$ cat config.mk
export PLATFORM = sky130hd
export DESIGN_NAME = level_acc_file
export DESIGN_NICKNAME = d
export VERILOG_FILES = /design/src/rtl/acc_pkg.sv /design/src/rtl/acc_opsel.sv /design/src/rtl/acc_alu.sv /design/src/rtl/acc_bank.sv /design/src/rtl/level_acc_file.sv
export SDC_FILE = /design/constraint.sdc
export NUM_CORES = 1
export LEC_CHECK = 0
export BUFFER_PORTS_ARGS = -buffer_cell sky130_fd_sc_hd__buf_2
export CORE_MARGIN = 8
export CORE_UTILIZATION = 47
export DETAILED_ROUTE_END_ITERATION = 8
export PLACE_DENSITY = 0.76
export SKIP_CTS_REPAIR_TIMING = 1
export SLEW_MARGIN = 20
export SYNTH_ARGS = -nofsm -noshare
export SYNTH_HDL_FRONTEND = slang
export SYNTH_SLANG_ARGS = --single-unit
$ cat constraint.sdc
create_clock -name clk -period 5.05 [get_ports clk]
set_input_delay 0.7575 -clock clk [delete_from_list [all_inputs] [get_ports clk]]
set_output_delay 0.7575 -clock clk [all_outputs]
set_load 0.05 [all_outputs]
$ cat src/rtl/acc_pkg.sv
package acc_pkg;
  typedef enum logic [2:0] {
    OP_LOAD = 3'd0,
    OP_ADD  = 3'd1,
    OP_SUB  = 3'd2,
    OP_AND  = 3'd3,
    OP_OR   = 3'd4,
    OP_XOR  = 3'd5
  } op_e;

  localparam logic [2:0] OP_LAST = 3'd5;

  function automatic logic op_legal(input logic [2:0] code);
    return code <= OP_LAST;
  endfunction
endpackage

$ cat src/rtl/acc_opsel.sv
module acc_opsel #(
  parameter int W = 16
) (
  input  logic         src,
  input  logic [W-1:0] stor,
  input  logic [W-1:0] idx,
  output logic [W-1:0] opnd
);
  always_comb opnd = src ? idx : stor;
endmodule

$ cat src/rtl/acc_alu.sv
module acc_alu #(
  parameter int W = 16
) (
  input  logic [2:0]   code,
  input  logic [W-1:0] a,
  input  logic [W-1:0] b,
  input  logic         c_in,
  input  logic         v_in,
  output logic [W-1:0] res,
  output logic         c_out,
  output logic         v_out
);
  import acc_pkg::*;
  localparam int MSB = W - 1;

  logic [W:0] sum, dif;

  always_comb begin
    sum   = {1'b0, a} + {1'b0, b};
    dif   = {1'b0, a} - {1'b0, b};
    res   = b;
    c_out = c_in;
    v_out = v_in;
    case (op_e'(code))
      OP_LOAD: res = b;
      OP_ADD: begin
        res   = sum[W-1:0];
        c_out = sum[W];
        v_out = (a[MSB] == b[MSB]) && (sum[MSB] != a[MSB]);
      end
      OP_SUB: begin
        res   = dif[W-1:0];
        c_out = dif[W];
        v_out = (a[MSB] != b[MSB]) && (dif[MSB] != a[MSB]);
      end
      OP_AND:  res = a & b;
      OP_OR:   res = a | b;
      OP_XOR:  res = a ^ b;
      default: res = b;
    endcase
  end
endmodule

$ cat src/rtl/acc_bank.sv
module acc_bank #(
  parameter int W = 16,
  parameter int N = 4,
  localparam int SW = $clog2(N)
) (
  input  logic          clk,
  input  logic          rst,
  input  logic          alu_we,
  input  logic [SW-1:0] alu_sel,
  input  logic [W-1:0]  alu_data,
  input  logic          alu_c,
  input  logic          alu_v,
  input  logic          con_we,
  input  logic [SW-1:0] con_sel,
  input  logic [W-1:0]  con_data,
  input  logic [SW-1:0] rda_sel,
  output logic [W-1:0]  rda_data,
  output logic          rda_c,
  output logic          rda_v,
  input  logic [SW-1:0] rdb_sel,
  output logic [W-1:0]  rdb_data
);
  logic [W-1:0] acc [N];
  logic         fc  [N];
  logic         fv  [N];

  for (genvar i = 0; i < N; i++) begin : g_ent
    logic con_hit, alu_hit;
    assign con_hit = con_we && (con_sel == SW'(i));
    assign alu_hit = alu_we && (alu_sel == SW'(i));

    always_ff @(posedge clk) begin
      if (rst) begin
        acc[i] <= '0;
        fc[i]  <= 1'b0;
        fv[i]  <= 1'b0;
      end else if (con_hit) begin
        acc[i] <= con_data;
      end else if (alu_hit) begin
        acc[i] <= alu_data;
        fc[i]  <= alu_c;
        fv[i]  <= alu_v;
      end
    end
  end

  always_comb begin
    rda_data = acc[rda_sel];
    rda_c    = fc[rda_sel];
    rda_v    = fv[rda_sel];
    rdb_data = acc[rdb_sel];
  end
endmodule

$ cat src/rtl/level_acc_file.sv
module level_acc_file #(
  parameter int DATA_W = 16,
  parameter int NUM_LVL = 4,
  localparam int LVL_W = $clog2(NUM_LVL)
) (
  input  logic              clk,
  input  logic              rst,
  input  logic              op_valid,
  input  logic [2:0]        op_code,
  input  logic              op_src,
  input  logic [DATA_W-1:0] stor_data,
  input  logic [DATA_W-1:0] idx_data,
  input  logic [LVL_W-1:0]  act_level,
  input  logic              con_we,
  input  logic [LVL_W-1:0]  con_sel,
  input  logic [DATA_W-1:0] con_wdata,
  output logic [DATA_W-1:0] con_rdata,
  output logic [DATA_W-1:0] cur_acc,
  output logic              cur_carry,
  output logic              cur_ovf,
  output logic              res_valid,
  output logic [DATA_W-1:0] res_data,
  output logic              res_carry,
  output logic              res_ovf
);
  import acc_pkg::*;

  logic              go;
  logic [DATA_W-1:0] opnd, acc_a, acc_b, alu_res;
  logic              a_c, a_v, n_c, n_v;

  assign go = op_valid && op_legal(op_code);

  acc_opsel #(.W(DATA_W)) u_opsel (
    .src(op_src), .stor(stor_data), .idx(idx_data), .opnd(opnd)
  );

  acc_alu #(.W(DATA_W)) u_alu (
    .code(op_code), .a(acc_a), .b(opnd), .c_in(a_c), .v_in(a_v),
    .res(alu_res), .c_out(n_c), .v_out(n_v)
  );

  acc_bank #(.W(DATA_W), .N(NUM_LVL)) u_bank (
    .clk(clk), .rst(rst),
    .alu_we(go), .alu_sel(act_level), .alu_data(alu_res),
    .alu_c(n_c), .alu_v(n_v),
    .con_we(con_we), .con_sel(con_sel), .con_data(con_wdata),
    .rda_sel(act_level), .rda_data(acc_a), .rda_c(a_c), .rda_v(a_v),
    .rdb_sel(con_sel), .rdb_data(acc_b)
  );

  always_ff @(posedge clk) begin
    if (rst) begin
      con_rdata <= '0;
      cur_acc   <= '0;
      cur_carry <= 1'b0;
      cur_ovf   <= 1'b0;
      res_valid <= 1'b0;
      res_data  <= '0;
      res_carry <= 1'b0;
      res_ovf   <= 1'b0;
    end else begin
      con_rdata <= acc_b;
      cur_acc   <= acc_a;
      cur_carry <= a_c;
      cur_ovf   <= a_v;
      res_valid <= go;
      if (go) begin
        res_data  <= alu_res;
        res_carry <= n_c;
        res_ovf   <= n_v;
      end
    end
  end
endmodule

# ---- Yosys cells after proc, flatten, opt, wreduce, memory -nomap -nowiden
# Memory sizes are Yosys's and may differ from the RTL's. A register that Yosys moved wholly into a read port is not among the register bits.
# Index checks and enable logic that the tools add are counted.
# Widths: inputs -> output; s select.
dict set report totals {
  elab_cells 110
  mem_bits_rw 72
  inputBits 60
  register_bits 37
  memories 3
}
dict set report op_classes {
  n_reduce_logical 13
  eq_ne 15
  mux 50
  n_bitwise 19
  magnitude_cmp 1
  n_addsub 2
}
# memory words width rd rd_ports_with_merged_regs write_ports line
set memory_table {}
lappend memory_table {u_bank.acc 4 16 2 1 4 acc_bank.sv:23} ;# logic [W-1:0] acc [N];
lappend memory_table {u_bank.fc 4 1 1 0 4 acc_bank.sv:24} ;# logic fc [N];
lappend memory_table {u_bank.fv 4 1 1 0 4 acc_bank.sv:25} ;# logic fv [N];
# cell n
set op_table {}
lappend op_table {{$mux 16} 9}
lappend op_table {{$pmux 16 s5} 1}
lappend op_table {{$mux 1} 38}
lappend op_table {{$add 16x16->17} 1}
lappend op_table {{$sub 16x16->17} 1}
lappend op_table {{$and 16x16->16} 1}
lappend op_table {{$or 1x1->1} 16}
lappend op_table {{$or 16x16->16} 1}
lappend op_table {{$xor 16x16->16} 1}
lappend op_table {{$logic_and 1x1->1} 11}
lappend op_table {{$eq 2x2->1 const B} 4}
lappend op_table {{$eq 3x2->1 const B} 2}
lappend op_table {{$eq 3x3->1 const B} 2}
lappend op_table {{$eq 2x1->1 const B} 2}
lappend op_table {{$logic_not 2->1} 2}
lappend op_table {{$pmux 1 s2} 2}
lappend op_table {{$eq 3x1->1 const B} 1}
lappend op_table {{$le 3x3->1 const B} 1}
lappend op_table {{$ne 1x1->1} 3}
lappend op_table {{$eq 1x1->1} 1}

# ---- Logic depth before layout (Yosys ltp)
# Gate-level depths: netlist of the first run.
dict set report depth {
  word_depth 8
  mapped_depth 15
  ltp_nobuf 12
}

# ---- Cells and area by module
# A second synthesis of the first run with hierarchy kept.
dict set report unflattened {
  hier_cells 857
  hier_area_um2 8763.4
}
# module n_inst area_each_um2 cells_per_inst
set by_module_without_submodules {}
lappend by_module_without_submodules {acc_bank 1 4062.6 281}
lappend by_module_without_submodules {acc_alu 1 2708.8 406}
lappend by_module_without_submodules {level_acc_file 1 1742.9 152}
lappend by_module_without_submodules {acc_opsel 1 249.0 18}

# ---- Least setup slack after synthesis of the first run
# No wires, ideal clock.
dict set report synth_path {
  path_kind {input port to flip-flop}
  from {in act_level[0]}
  to {mem u_bank.fv[2] (data pin)}
  stages 14
  arrival_ns 4.236
  required_ns 4.778
  path_slack_ns 0.542
  cell_sequence {buf_6 > buf_6 > buf_1 > mux4_2 > inv_1 > ha_1 > nor4_1 > nand3_1 > a31oi_1 > a311oi_1 > o21a_1 > a221o_1 > o31ai_1 > nor3_1}
}
# item line
set synth_lines {}
lappend synth_lines {{start, declared} level_acc_file.sv:13} ;# input logic [LVL_W-1:0] act_level,
lappend synth_lines {{end, declared} acc_bank.sv:25}

==> flow_summary.rst, run 1 <==
.. list-table::
   :header-rows: 1

   * - Metric
     - Value
   * - Pin count of the biggest net entering global routing
     - 44
   * - Hold Path Origin
     - res_data[6]
   * - Asr flop ratio synth
     - 0
   * - Number of CTS-inserted buffers
     - 17
   * - Total area of multi-input combinational cells
     - 0.004802 mm^2
   * - Detail Route met2 WL
     - 12570 um
   * - Status
     - finished, final reports clean
   * - Total power draw
     - 3.447 mW
   * - Slew at the pin closest to its max-slew limit
     - 1.039 ns
   * - Signed area change from the synthesized netlist to the final layout
     - 16.11%
   * - Core Area
     - 0.01778 mm^2
   * - Clock tree from TritonCTS
     - done
   * - Cell internal pwr
     - 2.249 mW
   * - Type of the setup path with the least slack
     - in -> reg
   * - Worst-case headroom to the max-slew limit
     - 0.3033
   * - Max Fclk
     - 0.2288 GHz
   * - DRT antenna net count
     - 0
   * - Fillcell total
     - 1575
   * - Post-synthesis net count
     - 996
   * - Area of the die
     - 0.02254 mm^2
   * - Final count of pins violating max slew
     - 0
   * - Half-perimeter wire length after detailed placement
     - 19650 um
   * - Post-route fraction of the period consumed by the critical path
     - 0.8654
   * - Required time at the worst-slack endpoint
     - 5.18 ns
   * - Worst setup path startpoint
     - act_level[0]
   * - Routed wire length per instance
     - 22.50 um
   * - Final cell count without fillers
     - 1226
   * - DRC errors left
     - 0
   * - Detail-routed via count per cell
     - 6.293
   * - Uppermost routed layer
     - met4
   * - Number of placement rows
     - 49
   * - # port buffers
     - 112
   * - Final setup margin
     - 0.6798 ns
   * - Psw
     - 1.197 mW
   * - Number of cells produced by synthesis
     - 890
   * - Worst-case vdd ir drop
     - 0.0002887 V
   * - Final instance area
     - 0.009818 mm^2
   * - Total placed cells including tap cells
     - 1194
   * - Buffer cell driving the clock tree root
     - clkbuf_16
   * - Switching part of the total power
     - 0.3474
   * - Leading cell types in the layout, fill and taps excluded
     - buf_2 (112), nand2_1 (91), nor2_1 (75)
   * - Placed inst area
     - 0.009233 mm^2
   * - Router iterations before antenna repair
     - 6
   * - Startpoint type of the worst setup path
     - input pin
   * - Post-synthesis area per instance
     - 9.501 um^2
   * - I/O pin cnt
     - 113
   * - Portion of total power attributed to the clock network
     - 0.358
   * - Initial Util
     - 0.4756
   * - Ratio of cells with drive above 1 in the final layout
     - 0.2377
   * - Startpoint of the lowest-slack register-to-register path
     - u_bank.acc[3][10]
   * - Commonest non-fill, non-tap cell in the layout
     - buf_2
   * - Min cycle time layout
     - 4.370 ns
   * - Fraction of the yosys area taken by sequential cells
     - 0.3812
   * - Vertical extent of the die
     - 150.1 um
   * - CTS clk-pin slew, worst paths
     - 0.06 ns
   * - Type of element capturing the critical path
     - register
   * - Total track usage
     - 0.2481
   * - RSZ-0062 raised after global routing
     - no
   * - Number of buffers between clock root and the deepest sink
     - 2
   * - Predominant post-synthesis flop cell
     - edfxtp_1
   * - Number of setup violations in the final report
     - 0
   * - Portion of total power attributed to sequential cells
     - 0.346
   * - Via Count
     - 7715
   * - Total negative setup slack
     - 0 ns
   * - Register area
     - 0.003223 mm^2
   * - Detailed-route wire length
     - 27580 um
   * - Remaining Overflow, GRT
     - 0
   * - Global-route wire length before repair
     - 42730 um
   * - Count of different cell masters after synthesis
     - 70
   * - Number of antenna violations at the first check in global routing
     - 0
   * - Arrival time at the worst endpoint
     - 4.50 ns
   * - Level count of the clock H-tree
     - 4
   * - Initial detailed-routing violation count
     - 1074
   * - Max FO, Critical Path
     - 14
   * - Clock insertion delay at the later pin of the skew report
     - 0.43 ns
   * - Detailed-routed wire length on met3
     - 3102 um
   * - Die X-Extent
     - 150.1 um
   * - Post-synth EDFFs
     - 72
   * - Final weighted congestion of routability-driven global placement
     - 0.9697
   * - Number of global-route vias before repair
     - 7447
   * - Leakage
     - 4.151 nW
   * - Number of synthesized register bits
     - 125
   * - Clock tree skew after final layout
     - 0.007132 ns
   * - Number of antenna diodes
     - 0
   * - Total number of nets in the final design
     - 1090
   * - Hold Crit Class
     - reg -> reg
   * - Power density relative to cell area
     - 351.1 mW/mm^2
   * - Number of synthesis warnings
     - 0
   * - Number of hold violations in the final report
     - 0
   * - Post-Synthesis Cell Area
     - 0.008456 mm^2
   * - Detailed-routing wirelength on met1
     - 10930 um
   * - Sink Count
     - 125
   * - Gate power share
     - 0.296
   * - Dpl ws
     - 0.4484 ns
   * - Max cap viols
     - 0
[cells in the mapped netlist, types with 4 or more instances]
cell | instances | area share
nor3b_1 | 5 | 0.0044
dfxtp_1 | 53 | 0.13
inv_1 | 51 | 0.023
o21ai_0 | 70 | 0.041
o21bai_1 | 4 | 0.0036
a31oi_1 | 17 | 0.013
nand3_1 | 15 | 0.0089
buf_1 | 14 | 0.0062
xnor2_1 | 11 | 0.011
nand2b_1 | 7 | 0.0052
clkbuf_1 | 40 | 0.018
and3_1 | 4 | 0.0030
a21o_1 | 8 | 0.0071
nand2_1 | 91 | 0.040
and2_1 | 24 | 0.018
o31ai_1 | 6 | 0.0053
o21a_1 | 8 | 0.0071
nor2_1 | 75 | 0.033
mux2i_1 | 15 | 0.018
ha_1 | 44 | 0.065
mux4_2 | 33 | 0.088
or2_2 | 4 | 0.0030
or3_1 | 5 | 0.0037
a21oi_1 | 56 | 0.033
nor2b_1 | 5 | 0.0037
mux2_2 | 12 | 0.016
edfxtp_1 | 72 | 0.26
a211oi_1 | 9 | 0.0080
o22ai_1 | 11 | 0.0081
a22o_1 | 22 | 0.023
a2bb2oi_1 | 6 | 0.0062
a221oi_1 | 4 | 0.0041
o221a_2 | 6 | 0.0080
a22oi_1 | 6 | 0.0053
nor3_1 | 19 | 0.011
[routing by layer]
metal,up-vias,track usage
met5,-,0
met4,0,0.1139
met3,65,0.05621
met2,531,0.3926
met1,3631,0.3187
li1,3488,-
[power groups by stage]
stage / clock network, mW / logic, mW / registers (mW)
2_1_floorplan: 0 / 0.603 / 1.32
3_3_place_gp: 0 / 0.994 / 1.21
3_5_place_dp: 0 / 0.999 / 1.21
4_1_cts: 1.24 / 1.01 / 1.19
5_1_grt: 1.29 / 1.09 / 1.20
6_report: 1.23 / 1.02 / 1.19
[worst max-delay path: stages]
cell and delay [ns]:
buf_2 0.40, mux4_2 0.62, inv_1 0.11, ha_1 0.41, nor3b_1 0.10, a211oi_1 0.41
a31oi_1 0.14, a311oi_1 0.52, o21a_1 0.28, nor3_1 0.08, o31ai_1 0.56, nor3_1 0.10
[worst paths after layout]
kind,endpoint,slack [ns],cells after the start
setup / recovery,u_bank.fv[2],0.68,12
setup reg to reg,u_bank.fv[2],1.14,11
hold / removal,res_data[6],0.45,2
hold reg to reg,res_data[6],0.45,2
[logic make-up (layout without fill, tap and decap cells)]
| kind of cell | Yosys count | count (layout) | synth area share |
|---|---|---|---|
| buf+inv | 111 | 218 | 0.05149 |
| xor+xnor | 13 | 13 | 0.01347 |
| compound gates | 269 | 269 | 0.2171 |
| flops | 125 | 125 | 0.3812 |
| simple gates | 266 | 266 | 0.1453 |
| mux | 60 | 60 | 0.1216 |
| fa+ha+maj | 46 | 46 | 0.06984 |
[per-stage QoR]
step	hold WS, ns	util
detailed placement	0.4479	0.5193
finish	0.4509	0.5522
floorplan	0.6496	-
CTS	0.4554	0.5522
global placement	0.4425	0.5193
global route	0.4866	0.5522
[flip-flops by register name (all words and copies together) (netlist names), 4 cells and up]
register    flops
u_bank.acc     64
u_bank.fc       4
cur_acc        16
u_bank.fv       4
con_rdata      16
res_data       16
[final cells by class]
| cell class | instances | share of cell area |
|---|---|---|
| sequential | 125 | 0.3283 |
| clock inverter | 10 | 0.01019 |
| clock buffer | 22 | 0.04945 |
| multi-input combinational | 654 | 0.4891 |
| timing repair buffer | 134 | 0.07391 |
| tap | 229 | 0.02918 |
| inverter | 52 | 0.01988 |
(Power assumes the default switching activity.)
==> run 2, diff against run 1 <==
--- a/config.mk
+++ b/config.mk
@@ -6,7 +6,6 @@
 export NUM_CORES = 1
 export LEC_CHECK = 0
 export BUFFER_PORTS_ARGS = -buffer_cell sky130_fd_sc_hd__buf_2
-export CORE_MARGIN = 8
 export CORE_UTILIZATION = 47
 export DETAILED_ROUTE_END_ITERATION = 8
 export PLACE_DENSITY = 0.76
==> flow_summary.rst, run 2 (synthesis results as in run 1) <==
.. list-table::
   :header-rows: 1

   * - Metric
     - Value
   * - Status
     - finished, final reports clean
   * - Leading cell types in the layout, fill and taps excluded
     - buf_2 (112), nand2_1 (91), nor2_1 (75)
   * - Sink Count
     - 125 (unchanged)
   * - Level count of the clock H-tree
     - 4 (unchanged)
   * - Power density relative to cell area
     - 351.2 mW/mm^2 (about the same)
   * - Register area
     - 0.003223 mm^2 (unchanged)
   * - # port buffers
     - 112 (unchanged)
   * - Routed wire length per instance
     - 22.29 um (-0.92%)
   * - Clock tree from TritonCTS
     - done
   * - Arrival time at the worst endpoint
     - 4.47 ns (-0.03 ns)
   * - Final count of pins violating max slew
     - 0 (unchanged)
   * - Fraction of the core area covered by cells at the end of the flow
     - 0.5647 (+0.01244)
   * - Required time at the worst-slack endpoint
     - 5.19 ns (about the same)
   * - Worst-case vdd ir drop
     - 0.0003501 V (+21%)
   * - Number of buffers between clock root and the deepest sink
     - 2 (unchanged)
   * - Min cycle time layout
     - 4.323 ns (-0.04737 ns)
   * - Max cap viols
     - 0 (unchanged)
   * - Router iterations before antenna repair
     - 6 (unchanged)
   * - Commonest non-fill, non-tap cell in the layout
     - buf_2
   * - Number of hold violations in the final report
     - 0 (unchanged)
   * - Leakage
     - 4.157 nW (+0.16%)
   * - Register with the highest flop count
     - u_bank.acc
   * - I/O pin cnt
     - 113 (unchanged)
   * - Area of the die
     - 0.01853 mm^2 (-18%)
   * - Flip-flop count of the largest register, all copies and words added
     - 64 (unchanged)
   * - Max FO, Critical Path
     - 15 (+1)
   * - RSZ-0062 raised after global routing
     - no
   * - Total negative setup slack
     - 0 ns (unchanged)
   * - Startpoint type of the worst setup path
     - input pin
   * - Clock tree skew after final layout
     - 0.008764 ns (+0.001631 ns)
   * - Remaining Overflow, GRT
     - 0 (unchanged)
   * - Fillcell total
     - 1522 (-3.4%)
   * - Detail-routed via count per cell
     - 6.417 (+2.0%)
   * - Die X-Extent
     - 136.1 um (-9.3%)
   * - Total track usage
     - 0.3040 (+0.05589)
   * - Total area of multi-input combinational cells
     - 0.004797 mm^2 (-0.10%)
   * - Via Count
     - 7867 (+2.0%)
   * - Type of element capturing the critical path
     - register
   * - Worst R2R Setup Slack
     - 1.19 ns (+0.05 ns)
   * - Global-route wire length before repair
     - 42010 um (-1.7%)
   * - Clock insertion delay at the later pin of the skew report
     - 0.42 ns (about the same)
   * - Max Fclk
     - 0.2313 GHz (+1.1%)
   * - DRT antenna net count
     - 0 (unchanged)
   * - Number of antenna violations at the first check in global routing
     - 0 (unchanged)
   * - Final weighted congestion of routability-driven global placement
     - 0.9640 (-0.59%)
   * - Worst-case headroom to the max-slew limit
     - 0.4076 (+0.1043)
   * - Hold Crit Class
     - reg -> reg
   * - Slew at the pin closest to its max-slew limit
     - 0.8886 ns (-0.1507 ns)
   * - Initial Util
     - 0.4855 (+0.009908)
   * - CTS clk-pin slew, worst paths
     - 0.06 ns (about the same)
   * - Post-route fraction of the period consumed by the critical path
     - 0.8560 (-0.009380)
   * - DRC errors left
     - 0 (unchanged)
   * - Number of antenna diodes
     - 0 (unchanged)
   * - Number of setup violations in the final report
     - 0 (unchanged)
   * - Pin count of the biggest net entering global routing
     - 43 (-2.3%)
   * - Number of placement rows
     - 48 (-2.0%)
   * - Total number of nets in the final design
     - 1094 (+0.37%)
   * - Ratio of cells with drive above 1 in the final layout
     - 0.2368 (-0.0009499)
   * - Core Area
     - 0.01742 mm^2 (-2.0%)
   * - Signed area change from the synthesized netlist to the final layout
     - 16.31%
   * - Buffer cell driving the clock tree root
     - clkbuf_16
   * - Initial detailed-routing violation count
     - 1045 (-2.7%)
   * - Number of CTS-inserted buffers
     - 17 (unchanged)
   * - Detailed-route wire length
     - 27330 um (-0.92%)
   * - Type of the setup path with the least slack
     - in -> reg
   * - Vertical extent of the die
     - 136.1 um (-9.3%)
   * - Number of global-route vias before repair
     - 7364 (-1.1%)
   * - Half-perimeter wire length after detailed placement
     - 19320 um (-1.7%)
[run 2: cell count changes in the layout (fill, tap and decap cells not counted), moves of 2 or more]
cell,change
clkinv_4,-2
clkbuf_8,-2
clkinv_2,+2
clkinvlp_4,+2
buf_4,+4
clkinv_1,+2
bufinv_16,+2
inv_6,-2
inv_4,-2
[run 2: layer usage]
| layer | track usage | up-vias | wire (um) |
|---|---|---|---|
| met4 | 0.1302 | 0 | 940 |
| met5 | 0 | - | 0 |
| met1 | 0.4058 | 3745 | 10850 |
| met3 | 0.06115 | 79 | 2945 |
| li1 | - | 3497 | - |
| met2 | 0.4780 | 546 | 12590 |
[run 2: worst paths after layout]
kind | from | to | cells after the start
setup reg to reg | u_bank.acc[3][3] | u_bank.acc[3][7] | 11
hold / removal | res_data[3] | res_data[3] | 2
setup / recovery | act_level[0] | u_bank.acc[3][7] | 12
hold reg to reg | res_data[3] | res_data[3] | 2
[run 2: cell type report]
| type | instances | area share |
|---|---|---|
| clock buffer | 20 | 0.04440 |
| multi-input combinational | 654 | 0.4878 |
| clock inverter | 12 | 0.01476 |
| sequential | 125 | 0.3277 |
| inverter | 52 | 0.01985 |
| timing repair buffer | 138 | 0.07684 |
| tap | 225 | 0.02863 |
[run 2: power breakdown]
part | switching [mW] | internal, mW | total [mW]
logic | 0.679 | 0.350 | 1.03
clock network | 0.460 | 0.771 | 1.23
registers | 0.0331 | 1.16 | 1.19
total | 1.17 | 2.28 | 3.45
[run 2: worst max-delay path, stage by stage]
cell and delay (ns):
buf_2 0.43, mux4_2 0.67, inv_1 0.19, ha_1 0.35
nor2b_1 0.09, o21ai_0 0.23, nor3b_1 0.46, o311ai_0 0.24
a31oi_1 0.23, o31ai_1 0.10, nor3_1 0.53, o21ai_0 0.18
[run 2: stage by stage]
stage | power (mW) | hold WS, ns | instances | setup slack, ns | instance area [um^2]
3_3_place_gp | 2.204 | 0.4429 | 1194 | 0.4530 | 9253
6_report | 3.454 | 0.4488 | 1226 | 0.7272 | 9834
4_1_cts | 3.433 | 0.4547 | 1226 | 0.7970 | 9834
3_5_place_dp | 2.211 | 0.4472 | 1194 | 0.3671 | 9253
5_1_grt | 3.573 | 0.4752 | 1226 | 0.5088 | 9834
2_1_floorplan | 1.926 | 0.6496 | 890 | 0.5421 | 8456
